--- src/rtl/irqc_pkg.sv ---
package irqc_pkg;

    localparam int NUM_LINES = 32;
    localparam int DATA_W    = 32;
    localparam int ADDR_W    = 8;

    typedef enum logic [ADDR_W-1:0] {
        OFS_COUNT  = 8'h00,
        OFS_LOWEST = 8'h04,
        OFS_FLUSH  = 8'h08,
        OFS_MASK   = 8'h0C,
        OFS_UNMASK = 8'h10
    } reg_ofs_e;

    typedef struct packed {
        logic flush;
        logic mask;
        logic unmask;
    } bus_cmd_t;

endpackage

--- src/rtl/irqc_bus_decode.sv ---
module irqc_bus_decode
    import irqc_pkg::*;
#(
    parameter int N_LINES = NUM_LINES,
    localparam int IDX_W  = $clog2(N_LINES),
    localparam int CNT_W  = $clog2(N_LINES + 1)
) (
    input  logic [ADDR_W-1:0] addr_i,
    input  logic              wr_i,
    input  logic [DATA_W-1:0] wdata_i,
    input  logic              rd_i,
    input  logic [CNT_W-1:0]  pend_cnt_i,
    input  logic [IDX_W-1:0]  low_idx_i,
    output bus_cmd_t          cmd_o,
    output logic [IDX_W-1:0]  line_o,
    output logic [DATA_W-1:0] rdata_o
);

    logic in_range;

    always_comb begin
        in_range     = (wdata_i < DATA_W'(N_LINES));
        line_o       = wdata_i[IDX_W-1:0];
        cmd_o.flush  = wr_i && (addr_i == OFS_FLUSH);
        cmd_o.mask   = wr_i && (addr_i == OFS_MASK) && in_range;
        cmd_o.unmask = wr_i && (addr_i == OFS_UNMASK) && in_range;
    end

    always_comb begin
        rdata_o = '0;
        if (rd_i) begin
            if (addr_i == OFS_COUNT)
                rdata_o = DATA_W'(pend_cnt_i);
            else if (addr_i == OFS_LOWEST)
                rdata_o = DATA_W'(low_idx_i);
        end
    end

endmodule

--- src/rtl/irqc_line_bank.sv ---
module irqc_line_bank
    import irqc_pkg::*;
#(
    parameter int N_LINES = NUM_LINES,
    localparam int IDX_W  = $clog2(N_LINES)
) (
    input  logic               clk,
    input  logic               rst,
    input  logic [N_LINES-1:0] src_i,
    input  bus_cmd_t           cmd_i,
    input  logic [IDX_W-1:0]   line_i,
    output logic [N_LINES-1:0] pend_o
);

    logic [N_LINES-1:0] src_q;
    logic [N_LINES-1:0] lvl_q;
    logic [N_LINES-1:0] en_q;

    for (genvar g = 0; g < N_LINES; g++) begin : g_line
        logic rise;
        logic hit;
        assign rise = src_i[g] & ~src_q[g];
        assign hit  = (line_i == IDX_W'(g));

        always_ff @(posedge clk) begin
            if (rst) begin
                src_q[g] <= 1'b0;
                lvl_q[g] <= 1'b0;
                en_q[g]  <= 1'b0;
            end else begin
                src_q[g] <= src_i[g];
                lvl_q[g] <= ~cmd_i.flush & src_i[g] & (lvl_q[g] | rise);
                if (cmd_i.unmask && hit)
                    en_q[g] <= 1'b1;
                else if (cmd_i.mask && hit)
                    en_q[g] <= 1'b0;
            end
        end
    end

    assign pend_o = lvl_q & en_q;

    // a latched level requires the source to have been high on that edge
    assert_level_needs_src_R2: assert property (@(posedge clk) disable iff (rst)
        1'b1 |=> ((lvl_q & ~$past(src_i)) == '0));

    // clear-all drops every level
    assert_flush_clears_R5: assert property (@(posedge clk) disable iff (rst)
        cmd_i.flush |=> (lvl_q == '0));

    // clear-all alone leaves enables untouched
    assert_flush_keeps_en_R5: assert property (@(posedge clk) disable iff (rst)
        (cmd_i.flush && !cmd_i.mask && !cmd_i.unmask) |=> $stable(en_q));

    // out-of-range writes never alter enables (decoder drops them)
    assert_range_ignored_R7: assert property (@(posedge clk) disable iff (rst)
        (!cmd_i.mask && !cmd_i.unmask) |=> $stable(en_q));

    // unmasking a latched line with its source held makes it pending
    assert_unmask_latched_R9: assert property (@(posedge clk) disable iff (rst)
        (cmd_i.unmask && !cmd_i.flush && lvl_q[line_i] && src_i[line_i])
        |=> pend_o[$past(line_i)]);

endmodule

--- src/rtl/irqc_pending_reduce.sv ---
module irqc_pending_reduce
    import irqc_pkg::*;
#(
    parameter int N_LINES = NUM_LINES,
    localparam int IDX_W  = $clog2(N_LINES),
    localparam int CNT_W  = $clog2(N_LINES + 1)
) (
    input  logic [N_LINES-1:0] pend_i,
    output logic [CNT_W-1:0]   cnt_o,
    output logic [IDX_W-1:0]   low_idx_o,
    output logic               any_o
);

    always_comb begin
        cnt_o = '0;
        for (int i = 0; i < N_LINES; i++)
            cnt_o = cnt_o + CNT_W'(pend_i[i]);
    end

    always_comb begin
        low_idx_o = '0;
        for (int i = N_LINES - 1; i >= 0; i--)
            if (pend_i[i])
                low_idx_o = IDX_W'(i);
    end

    assign any_o = |pend_i;

    // no pending line means the lowest index reads 0
    always_comb begin
        assert_idx_idle_R4: assert (cnt_o != '0 || low_idx_o == '0);
    end

    // the reported index is itself pending
    always_comb begin
        assert_idx_pending_R4: assert (!any_o || pend_i[low_idx_o]);
    end

endmodule

--- src/rtl/irq_cascade_ctrl.sv ---
module irq_cascade_ctrl
    import irqc_pkg::*;
#(
    parameter int N_LINES = NUM_LINES,
    localparam int IDX_W  = $clog2(N_LINES),
    localparam int CNT_W  = $clog2(N_LINES + 1)
) (
    input  logic               clk,
    input  logic               rst,
    input  logic [N_LINES-1:0] irq_src_i,
    input  logic [ADDR_W-1:0]  bus_addr_i,
    input  logic               bus_wr_i,
    input  logic [DATA_W-1:0]  bus_wdata_i,
    input  logic               bus_rd_i,
    output logic [DATA_W-1:0]  bus_rdata_o,
    output logic               irq_o
);

    bus_cmd_t           cmd;
    logic [IDX_W-1:0]   line;
    logic [N_LINES-1:0] pend;
    logic [CNT_W-1:0]   pend_cnt;
    logic [IDX_W-1:0]   low_idx;
    logic               any_pend;

    irqc_bus_decode #(.N_LINES(N_LINES)) u_decode (
        .addr_i     (bus_addr_i),
        .wr_i       (bus_wr_i),
        .wdata_i    (bus_wdata_i),
        .rd_i       (bus_rd_i),
        .pend_cnt_i (pend_cnt),
        .low_idx_i  (low_idx),
        .cmd_o      (cmd),
        .line_o     (line),
        .rdata_o    (bus_rdata_o)
    );

    irqc_line_bank #(.N_LINES(N_LINES)) u_bank (
        .clk    (clk),
        .rst    (rst),
        .src_i  (irq_src_i),
        .cmd_i  (cmd),
        .line_i (line),
        .pend_o (pend)
    );

    irqc_pending_reduce #(.N_LINES(N_LINES)) u_reduce (
        .pend_i    (pend),
        .cnt_o     (pend_cnt),
        .low_idx_o (low_idx),
        .any_o     (any_pend)
    );

    assign irq_o = any_pend;

    // parent output agrees with the pending count
    assert_irq_matches_cnt_R8: assert property (@(posedge clk) disable iff (rst)
        irq_o == (pend_cnt != '0));

    // out of reset nothing is pending
    assert_reset_quiet_R1: assert property (@(posedge clk)
        $past(rst) |-> (pend_cnt == '0 && !irq_o));

    // count never exceeds the number of lines
    assert_cnt_bound_R3: assert property (@(posedge clk) disable iff (rst)
        pend_cnt <= CNT_W'(N_LINES));

endmodule

--- config.mk ---
export PLATFORM = sky130hd
export DESIGN_NAME = irq_cascade_ctrl
export DESIGN_NICKNAME = d
export VERILOG_FILES = /design/src/rtl/irqc_pkg.sv /design/src/rtl/irqc_bus_decode.sv /design/src/rtl/irqc_line_bank.sv /design/src/rtl/irqc_pending_reduce.sv /design/src/rtl/irq_cascade_ctrl.sv
export SDC_FILE = /design/constraint.sdc
export NUM_CORES = 1
export LEC_CHECK = 0
export ABC_AREA = 0
export BUFFER_PORTS_ARGS = -buffer_cell sky130_fd_sc_hd__buf_2
export CORE_MARGIN = 4
export CORE_UTILIZATION = 59
export CTS_CLUSTER_SIZE = 30
export DETAILED_ROUTE_END_ITERATION = 6
export HOLD_SLACK_MARGIN = 0.06
export PLACE_DENSITY = 0.89
export SYNTH_ARGS = -nofsm -noshare
export SYNTH_HDL_FRONTEND = slang
export SYNTH_SLANG_ARGS = --single-unit
--- constraint.sdc ---
create_clock -name clk -period 14.32 [get_ports clk]
set_input_delay 1.432 -clock clk [delete_from_list [all_inputs] [get_ports clk]]
set_output_delay 1.432 -clock clk [all_outputs]
set_load 0.02 [all_outputs]
==> metrics.cfg <==
[placed_design]
dp_hpwl_um=9090
placed_cells=764
place_ws_ps=7320
port_buffers=82
routabilityCongestion=0.917

[timing]
rsz0062_at_grt=false
tns_ps=0
tightest_slew_ps=721
final_max_slew_viol_count=0
fmax_ghz=0.135
relSlewSlack=0.512
fin_ws_ps=6900
finalHoldViolCount=0
final-setup-viol-count=0
finClkSkew_ps=12.0
min_period_ps=7420
fin_crit_sh=0.518

[yosys]
ys_top_cells_by_count=100 x o21ai_0, 96 x dfxtp_1, 73 x nor2b_1, 67 x inv_1, 42 x nor2_1
synth_warnings=0
ys_ff_latch=96
synth-seq-area-share=0.386
ys_types=53
synthFlopType=dfxtp_1
syn-cell-area_um2=4980
synthMostInstantiatedCell=o21ai_0
syn_inst=591
yosys.area.top_type_share=0.386
syn_area_per_cell_um2=8.43
netlist_top_cells_area=dfxtp_1 39%, o21ai_0 10%, fa_1 9.2%
yosysTopAreaCell=dfxtp_1
synth-edff-count=0
async_reset_ff_frac=0

[min_path]
hold_path.class=flip-flop to flip-flop
min_path_cells=3
min_from=u_bank.src_q[22]
min_to=u_bank.lvl_q[22]

[pwr]
power.density_nw_per_um2=88.7
finalPower_mw=0.495
leakagePower_nw=2.61
vdd_drop_max_uv=80.2

[finish]
final_net_count=779
fin_cells=780
area_growth_pct=11.9
nFillCells=667
final_core_util=0.678
layout-drive-gt1-share=0.163
antennaDiodeCount=0
regArea_um2=1920
multi_input_area_um2=2650

[run_status]
status=finished clean

[cts]
hold_buffers=0
tritoncts=built
cts_root_buf=clkbuf_8
clockBufferDepth=2
clkTransAtPathRegs_ps=110
cts_resized=0
cts-buffers-inserted=9
cts_setup_buffers=0
htree_levels=3
clock_sinks=96
clkLatencyLatePin_ps=380

[setup_path]
critPathKind=flip-flop to primary output
path_buf_inv=3
worstReg2RegEnd=u_bank.en_q[23]
crit_required_ps=12890
rrSetupSlack_ps=13460
end_kind=primary output
r2r_start=u_bank.en_q[23]
crit_cells=18
crit_top_cell=fa_1
critical_path.top_delay_family=adder cells
cp-start-kind=flip-flop
crit_path_top_delay_cell=fa_1
critPathMaxStageDelay_ps=530
crit_chain=nand2_1, ha_1, inv_1, fa_1, fa_1, fa_1, fa_1, fa_1, fa_1, fa_1, fa_1, inv_1, a21o_1, a21oi_1, xnor2_1, a32oi_1, nor2b_1, buf_2
rr_worst_depth=3
crit_fanout=4
crit_arrival_ps=5990

[routing]
drtIter0Drc=217
ant_nets=0
wl_um=11800
vias_per_cell=5.39
drc=0
num_vias=4201
dr.pass1.iters=5
wire_per_inst_um=15.2

[global_route]
antenna_found_initial=0
grt_usage=0.238
grt_pass1_vias=4108
grt-ovfl-total=0
grt_max_degree=66
grt_pass1_wl_um=18800

[die]
fp-row-count=33
io-pin-count=109
fp.dieArea_um2=9970
die_y_um=99.9
core_area_um2=8220
start_util=0.606
die_w_um=99.9

[run]
maxCapViolCount=0

==> final cells by class <==
type,instances,area share
multi-input cells,412,0.475
well taps,105,0.0236
clock buffers,10,0.0247
repair buffers,84,0.0763
inverters,67,0.0451
flip-flops and latches,96,0.345
clock inverters,6,0.0108
==> flip-flops by register name (all words and copies together) (netlist names) <==
name	cells
u_bank.en_q	32
u_bank.src_q	32
u_bank.lvl_q	32
==> worst max-delay path by stage <==
stage / end / start / slack (ps)
after global routing: bus_rdata_o[4] / u_bank.en_q[0] / 6700
final: bus_rdata_o[4] / u_bank.en_q[0] / 6900
after CTS: bus_rdata_o[4] / u_bank.en_q[0] / 6880
after global placement: bus_rdata_o[4] / u_bank.lvl_q[0] / 7420
after floorplan: bus_rdata_o[4] / u_bank.lvl_q[0] / 7520
after detailed placement: bus_rdata_o[4] / u_bank.en_q[0] / 7320
==> layout by cell type, fill, tap and decap left out, types with 2 or more instances in the layout <==
cell,instances
a21o_1,3
a21oi_1,7
a221oi_1,2
a22o_1,4
a22oi_1,3
a32oi_1,3
and2_1,8
buf_2,82
buf_4,2
clkbuf_8,10
clkinv_4,3
conb_1,26
dfxtp_1,96
fa_1,23
ha_1,10
inv_1,67
inv_6,2
nand2_1,39
nand3_1,17
nand4_1,6
nor2_1,42
nor2b_1,73
nor3_1,3
nor3b_1,2
nor4_1,7
o2111ai_1,3
o21ai_0,100
o21ai_1,2
xnor2_1,3
==> stage by stage <==
stage,area (µm²),hold slack [ps]
4_1_cts,5570,506
3_5_place_dp,5380,486
6_report,5570,506
5_1_grt,5570,545
3_3_place_gp,5380,473
2_1_floorplan,5070,456
==> power breakdown <==
part           switching [mW]  internal, mW
registers             0.00514         0.277
logic                  0.0218        0.0135
clock network           0.106        0.0716
total                   0.133         0.362
==> metal layers <==
metal	global-route usage	up-vias	wire, µm
met5	0	-	0
met4	0.0903	0	270
met3	0.0389	25	678
met2	0.398	147	5790
met1	0.310	1963	5090
li1	-	2066	-
==> cell families after synthesis <==
group	Yosys count	synth area share
compound gates	139	0.161
other cells	1	0.000753
simple gates	210	0.225
xor+xnor	4	0.00704
fa+ha+maj	33	0.118
buf+inv	108	0.103
flops	96	0.386
==> worst register-to-register path, stage by stage, from the launching register on <==
cell and delay [ps]:
dfxtp_1 430, nor2b_1 180, o21ai_0 90, o21ai_0 90
Power figures use the tool's default switching activity.
